[config.mk]
export PLATFORM = sky130hd
export DESIGN_NAME = dbus8080_writer
export DESIGN_NICKNAME = d
export VERILOG_FILES = /design/src/rtl/dbw_pkg.sv /design/src/rtl/dbw_tick_gen.sv /design/src/rtl/dbw_phase_engine.sv /design/src/rtl/dbw_feed.sv /design/src/rtl/dbus8080_writer.sv
export SDC_FILE = /design/constraint.sdc
export NUM_CORES = 1
export LEC_CHECK = 0
export BUFFER_PORTS_ARGS = -buffer_cell sky130_fd_sc_hd__buf_2
export CAP_MARGIN = 20
export CORE_AREA = 2 2 94 78
export DETAILED_ROUTE_END_ITERATION = 10
export DIE_AREA = 0 0 96 80
export HOLD_SLACK_MARGIN = 0.03
export PLACE_DENSITY = 0.78
export SLEW_MARGIN = 20
export SYNTH_ARGS = -nofsm -noshare
export SYNTH_HDL_FRONTEND = slang
export SYNTH_HIERARCHICAL = 1
export SYNTH_SLANG_ARGS = --single-unit
[constraint.sdc]
create_clock -name clk -period 4.2 [get_ports clk]
set_input_delay 0.42 -clock clk [delete_from_list [all_inputs] [get_ports clk]]
set_output_delay 0.42 -clock clk [all_outputs]
set_load 0.02 [all_outputs]
[src/rtl/dbw_pkg.sv]
`timescale 1ns/1ps
package dbw_pkg;
  typedef enum logic [1:0] {
    PH_IDLE   = 2'd0,
    PH_SETUP  = 2'd1,
    PH_STROBE = 2'd2,
    PH_HOLD   = 2'd3
  } phase_t;
endpackage

[src/rtl/dbw_tick_gen.sv]
`timescale 1ns/1ps
module dbw_tick_gen #(
  parameter int DIV_W = 8
) (
  input  logic             clk,
  input  logic             rst,
  input  logic             clr,
  input  logic [DIV_W-1:0] divisor,
  output logic             tick
);
  logic [DIV_W-1:0] cnt;
  logic [DIV_W-1:0] lim;

  // a divisor of zero behaves like one
  assign lim  = (divisor == '0) ? '0 : divisor - DIV_W'(1);
  assign tick = (cnt == lim);

  always_ff @(posedge clk) begin
    if (rst || clr || tick) cnt <= '0;
    else                    cnt <= cnt + DIV_W'(1);
  end
endmodule

[src/rtl/dbw_phase_engine.sv]
`timescale 1ns/1ps
module dbw_phase_engine
  import dbw_pkg::*;
#(
  parameter int BUS_W  = 16,
  parameter int TIME_W = 4
) (
  input  logic              clk,
  input  logic              rst,
  input  logic              start,
  input  logic [BUS_W-1:0]  st_data,
  input  logic              st_cd,
  input  logic              tick,
  input  logic [TIME_W-1:0] cfg_setup,
  input  logic [TIME_W-1:0] cfg_strobe,
  input  logic [TIME_W-1:0] cfg_hold,
  output logic              idle,
  output logic              cs_n,
  output logic              we_n,
  output logic              cd,
  output logic [BUS_W-1:0]  data
);
  phase_t            state;
  logic [TIME_W-1:0] pc;
  logic [TIME_W-1:0] n_su, n_st, n_ho;
  logic [TIME_W-1:0] cur_n;
  logic              last;

  always_comb begin
    case (state)
      PH_SETUP:  cur_n = n_su;
      PH_STROBE: cur_n = n_st;
      PH_HOLD:   cur_n = n_ho;
      default:   cur_n = TIME_W'(1);
    endcase
  end

  assign last = tick && (pc == cur_n - TIME_W'(1));
  assign idle = (state == PH_IDLE);

  always_ff @(posedge clk) begin
    if (rst) begin
      state <= PH_IDLE;
      pc    <= '0;
      n_su  <= TIME_W'(1);
      n_st  <= TIME_W'(1);
      n_ho  <= TIME_W'(1);
      cs_n  <= 1'b1;
      we_n  <= 1'b1;
      cd    <= 1'b0;
      data  <= '0;
    end else begin
      case (state)
        PH_IDLE: begin
          if (start) begin
            state <= PH_SETUP;
            pc    <= '0;
            cs_n  <= 1'b0;
            data  <= st_data;
            cd    <= st_cd;
            n_su  <= (cfg_setup  == '0) ? TIME_W'(1) : cfg_setup;
            n_st  <= (cfg_strobe == '0) ? TIME_W'(1) : cfg_strobe;
            n_ho  <= (cfg_hold   == '0) ? TIME_W'(1) : cfg_hold;
          end
        end
        default: begin
          if (last) begin
            pc <= '0;
            case (state)
              PH_SETUP: begin
                state <= PH_STROBE;
                we_n  <= 1'b0;
              end
              PH_STROBE: begin
                state <= PH_HOLD;
                we_n  <= 1'b1;
              end
              default: begin
                state <= PH_IDLE;
                cs_n  <= 1'b1;
              end
            endcase
          end else if (tick) begin
            pc <= pc + TIME_W'(1);
          end
        end
      endcase
    end
  end
endmodule

[src/rtl/dbw_feed.sv]
`timescale 1ns/1ps
module dbw_feed #(
  parameter int BUS_W = 16,
  localparam int WORD_W = 2 * BUS_W
) (
  input  logic              clk,
  input  logic              rst,
  input  logic              stream_en,
  input  logic              reg_wr,
  input  logic              reg_sel,
  input  logic [BUS_W-1:0]  reg_wdata,
  input  logic              s_valid,
  input  logic [WORD_W-1:0] s_data,
  input  logic              eng_idle,
  output logic              reg_ready,
  output logic              s_ready,
  output logic              busy,
  output logic              start,
  output logic [BUS_W-1:0]  st_data,
  output logic              st_cd
);
  logic             half_pend;
  logic [BUS_W-1:0] upper;
  logic             free, take_s, take_r, take_h;

  assign free      = eng_idle && !half_pend;
  assign s_ready   = stream_en && free;
  assign reg_ready = stream_en || free;   // writes in streaming mode are swallowed
  assign take_s    = s_valid && s_ready;
  assign take_r    = reg_wr && !stream_en && free;
  assign take_h    = eng_idle && half_pend;
  assign start     = take_h || take_s || take_r;
  assign busy      = !eng_idle || half_pend;

  always_comb begin
    if (take_h) begin
      st_data = upper;
      st_cd   = 1'b1;
    end else if (take_s) begin
      st_data = s_data[BUS_W-1:0];
      st_cd   = 1'b1;
    end else begin
      st_data = reg_wdata;
      st_cd   = reg_sel;
    end
  end

  always_ff @(posedge clk) begin
    if (rst) begin
      half_pend <= 1'b0;
      upper     <= '0;
    end else if (take_s) begin
      half_pend <= 1'b1;
      upper     <= s_data[WORD_W-1:BUS_W];
    end else if (take_h) begin
      half_pend <= 1'b0;
    end
  end
endmodule

[src/rtl/dbus8080_writer.sv]
`timescale 1ns/1ps
module dbus8080_writer #(
  parameter int BUS_W  = 16,
  parameter int DIV_W  = 8,
  parameter int TIME_W = 4,
  localparam int WORD_W = 2 * BUS_W
) (
  input  logic              clk,
  input  logic              rst,
  input  logic [DIV_W-1:0]  cfg_div,
  input  logic [TIME_W-1:0] cfg_setup,
  input  logic [TIME_W-1:0] cfg_strobe,
  input  logic [TIME_W-1:0] cfg_hold,
  input  logic              stream_en,
  input  logic              reg_wr,
  input  logic              reg_sel,
  input  logic [BUS_W-1:0]  reg_wdata,
  output logic              reg_ready,
  output logic              busy,
  input  logic              s_valid,
  input  logic [WORD_W-1:0] s_data,
  output logic              s_ready,
  output logic              bus_cs_n,
  output logic              bus_we_n,
  output logic              bus_re_n,
  output logic              bus_cd,
  output logic [BUS_W-1:0]  bus_data
);
  logic             eng_idle, start, st_cd, tick;
  logic [BUS_W-1:0] st_data;

  assign bus_re_n = 1'b1;

  dbw_feed #(.BUS_W(BUS_W)) u_feed (
    .clk(clk), .rst(rst), .stream_en(stream_en),
    .reg_wr(reg_wr), .reg_sel(reg_sel), .reg_wdata(reg_wdata),
    .s_valid(s_valid), .s_data(s_data), .eng_idle(eng_idle),
    .reg_ready(reg_ready), .s_ready(s_ready), .busy(busy),
    .start(start), .st_data(st_data), .st_cd(st_cd)
  );

  dbw_tick_gen #(.DIV_W(DIV_W)) u_tick (
    .clk(clk), .rst(rst), .clr(start), .divisor(cfg_div), .tick(tick)
  );

  dbw_phase_engine #(.BUS_W(BUS_W), .TIME_W(TIME_W)) u_eng (
    .clk(clk), .rst(rst), .start(start), .st_data(st_data), .st_cd(st_cd),
    .tick(tick), .cfg_setup(cfg_setup), .cfg_strobe(cfg_strobe),
    .cfg_hold(cfg_hold), .idle(eng_idle), .cs_n(bus_cs_n), .we_n(bus_we_n),
    .cd(bus_cd), .data(bus_data)
  );
endmodule

==> flow_metrics.env <==
export IMPL_ys_flop_type="dfxtp_1"
export IMPL_synth_top_area_share_pct=36.4
export IMPL_ios=97
export IMPL_root_buffer="clkbuf_8"
export IMPL_maxCapViolations=0
export IMPL_cp_data_arrival_time_ns=3.67
export IMPL_track_usage_pct=24.6
export IMPL_drive_gt1_share_pct=22.6
export IMPL_r2r_slack_ns=0.90
export IMPL_antenna_left=0
export IMPL_worstPathMaxFanout=9
export IMPL_critPathCaptureType="flip-flop"
export IMPL_cts_sinks=62
export IMPL_fmax_mhz=292
export IMPL_postCtsSetupRepairBufs=0
export IMPL_cp_required_ns=4.44
export IMPL_dr_first_iter_drc_count=296
export IMPL_tritoncts="done"
export IMPL_cp_top_family="compound AO/OA/AOI/OAI gates"
export IMPL_area_delta_synth_final_pct=19.5
export IMPL_core_area_um2=6720
export IMPL_final_common_cell="nand2_1"
export IMPL_status="completed"
export IMPL_finalNetCount=621
export IMPL_grt_setup_unrepaired="no"
export IMPL_drtPass1Iterations=5
export IMPL_yosysWarnings=6
export IMPL_timing_final_crit_share_pct=81.7
export IMPL_cts_htree_levels=3
export IMPL_cts_resized=0
export IMPL_gp_congestion=0.837
export IMPL_hold_viol=0
export IMPL_die_area_um2=7680
export IMPL_grt_max_degree=53
export IMPL_synthArstFlopShare_pct=0
export IMPL_drc=0
export IMPL_std_cell_rows=27
export IMPL_post_route_cell_area_um2=4080
export IMPL_hp_class="in2reg"
export IMPL_cp_slowest_cell="a211oi_4"
export IMPL_vias_per_cell=5.63
export IMPL_synthesis_area_um2=3410
export IMPL_totalWireLength_mm=9.17
export IMPL_synth_nets=538
export IMPL_critPathMaxStageDelay_ns=0.43
export IMPL_numCtsBuffers=9
export IMPL_die_h_um=80
export IMPL_die_w_um=96
export IMPL_clk_pin_slew_ns=0.07
export IMPL_postPlaceCellArea_um2=3880
export IMPL_synth_avg_cell_area_um2=7.49
export IMPL_ys_seq_area_share_pct=36.4
export IMPL_peakVddDrop_mv=0.212
export IMPL_grt_pass1_wl_mm=14.8
export IMPL_tightest_slew_ns=1.08
export IMPL_power_density_nw_per_um2=439
export IMPL_yosysTopAreaCell="dfxtp_1"
export IMPL_synth_edff_count=0
export IMPL_path_buf_inv=3
export IMPL_ys_ff_latch=62
export IMPL_io_buffers=95
export IMPL_relSlewSlack_pct=27.7
export IMPL_critPathLaunchType="input pin"
export IMPL_tns_ns=0
export IMPL_avgRoutedWirePerCell_um=14.5
export IMPL_path_class="in2reg"
export IMPL_nFillCells=648
export IMPL_final_cell_mix="nand2_1 (132), buf_2 (95), dfxtp_1 (62), a21oi_1 (50), nor2_1 (28)"
export IMPL_synth_cells=456
export IMPL_vias=3554
export IMPL_start_util_pct=50.8
export IMPL_clockBufferDepth=2
export IMPL_crit_top_cell="inv_1"
export IMPL_clock_latency_ns=0.33
export IMPL_antenna_found_initial=0
export IMPL_p_leak_nw=1.73
export IMPL_finalSetupViolations=0
export IMPL_grt_pass1_vias=3228
export IMPL_hpwl_mm=6.68
export IMPL_min_period_ns=3.43
export IMPL_diodes=0
export IMPL_grt_overflow=0
export IMPL_synthTopCellsByArea="dfxtp_1 (36%), nand2_1 (15%), a21oi_1 (7.3%), a31oi_1 (4.4%), nor2_1 (3.2%)"
export IMPL_synth_distinct_cells=56
export IMPL_skew_ns=0.00548
export IMPL_cp_cell_sequence="buf_2 -> inv_1 -> ha_1 -> or3b_1 -> a22o_1 -> o32a_1 -> a211oi_4 -> and3_1 -> inv_1 -> a2111oi_2 -> o22ai_1 -> or3_1 -> o311ai_1"
export IMPL_slew_viol_final=0
export IMPL_cts_hold_buf=0
registers in the layout, summed over array words and instances (netlist names), 2 cells and up:
| register | count |
|---|---|
| u_eng/n_su | 4 |
| u_eng/n_st | 4 |
| u_eng/data | 16 |
| u_eng/state | 2 |
| u_feed/upper | 16 |
| u_eng/pc | 4 |
| u_eng/n_ho | 4 |
| u_tick/cnt | 8 |
tightest hold or removal path: stages:
cell and delay, ns:
buf_2 0.10, nand2_1 0.04, a21oi_1 0.05
cells by family after synthesis:
logic type / synth area share [%]
other: 0.110
AO/OA/AOI/OAI: 22.2
XOR/XNOR: 3.74
multiplexers: 0.293
adder cells (fa/ha/maj): 2.93
flip-flops: 36.4
buffers and inverters: 5.54
AND/OR/NAND/NOR: 28.8
path summary, 6_finish.rpt:
path	cells after the start	startpoint	end
max	13	cfg_div[0]	u_eng/we_n$_SDFFE_PP1P_
max reg2reg	10	u_tick/cnt[1]$_SDFF_PP0_	u_eng/we_n$_SDFFE_PP1P_
min	3	s_data[27]	u_feed/upper[11]$_SDFFE_PP0P_
min reg2reg	2	u_feed/upper[0]$_SDFFE_PP0P_	u_feed/upper[0]$_SDFFE_PP0P_
Yosys cell counts, types with 9 or more instances:
library cell / number
a21oi_1: 50
a31oi_1: 24
clkbuf_1: 14
dfxtp_1: 62
inv_1: 13
nand2_1: 132
nor2_1: 29
nor3_1: 9
o21ai_0: 11
xnor2_1: 9
layout make-up:
class	count	area [µm²]	share of cell area (%)
multi-input cells	355	1990	48.7
flip-flops and latches	62	1240	30.4
clock buffers	9	124	3.04
clock inverters	7	73.8	1.81
well taps	87	109	2.67
repair buffers	98	498	12.2
inverters	13	48.8	1.20
power breakdown:
part           switching, W  total, W  internal, W  leakage (nW)
clock network      0.000240  0.000516     0.000276        0.0996
registers         0.0000492  0.000708     0.000659         0.506
logic              0.000367  0.000566     0.000199          1.12
stage by stage:
stage	power, W	setup slack, ns	cells	util, %	hold slack, ns
after floorplan	0.00112	1.01	456	-	0.436
after global placement	0.00127	0.679	615	57.8	0.441
after global routing	0.00190	0.604	631	60.7	0.302
after detailed placement	0.00128	0.493	615	57.8	0.447
after CTS	0.00180	0.836	631	60.7	0.298
final	0.00179	0.771	631	60.7	0.317
per-layer routing:
layer	share of wire [%]	vias to the layer above	GRT usage (%)
li1	-	1758	-
met1	43	1641	30.8
met2	47	143	40.6
met3	8.5	12	7.55
met4	1.6	0	6.86
met5	0	-	0
Power figures use the tool's default switching activity.
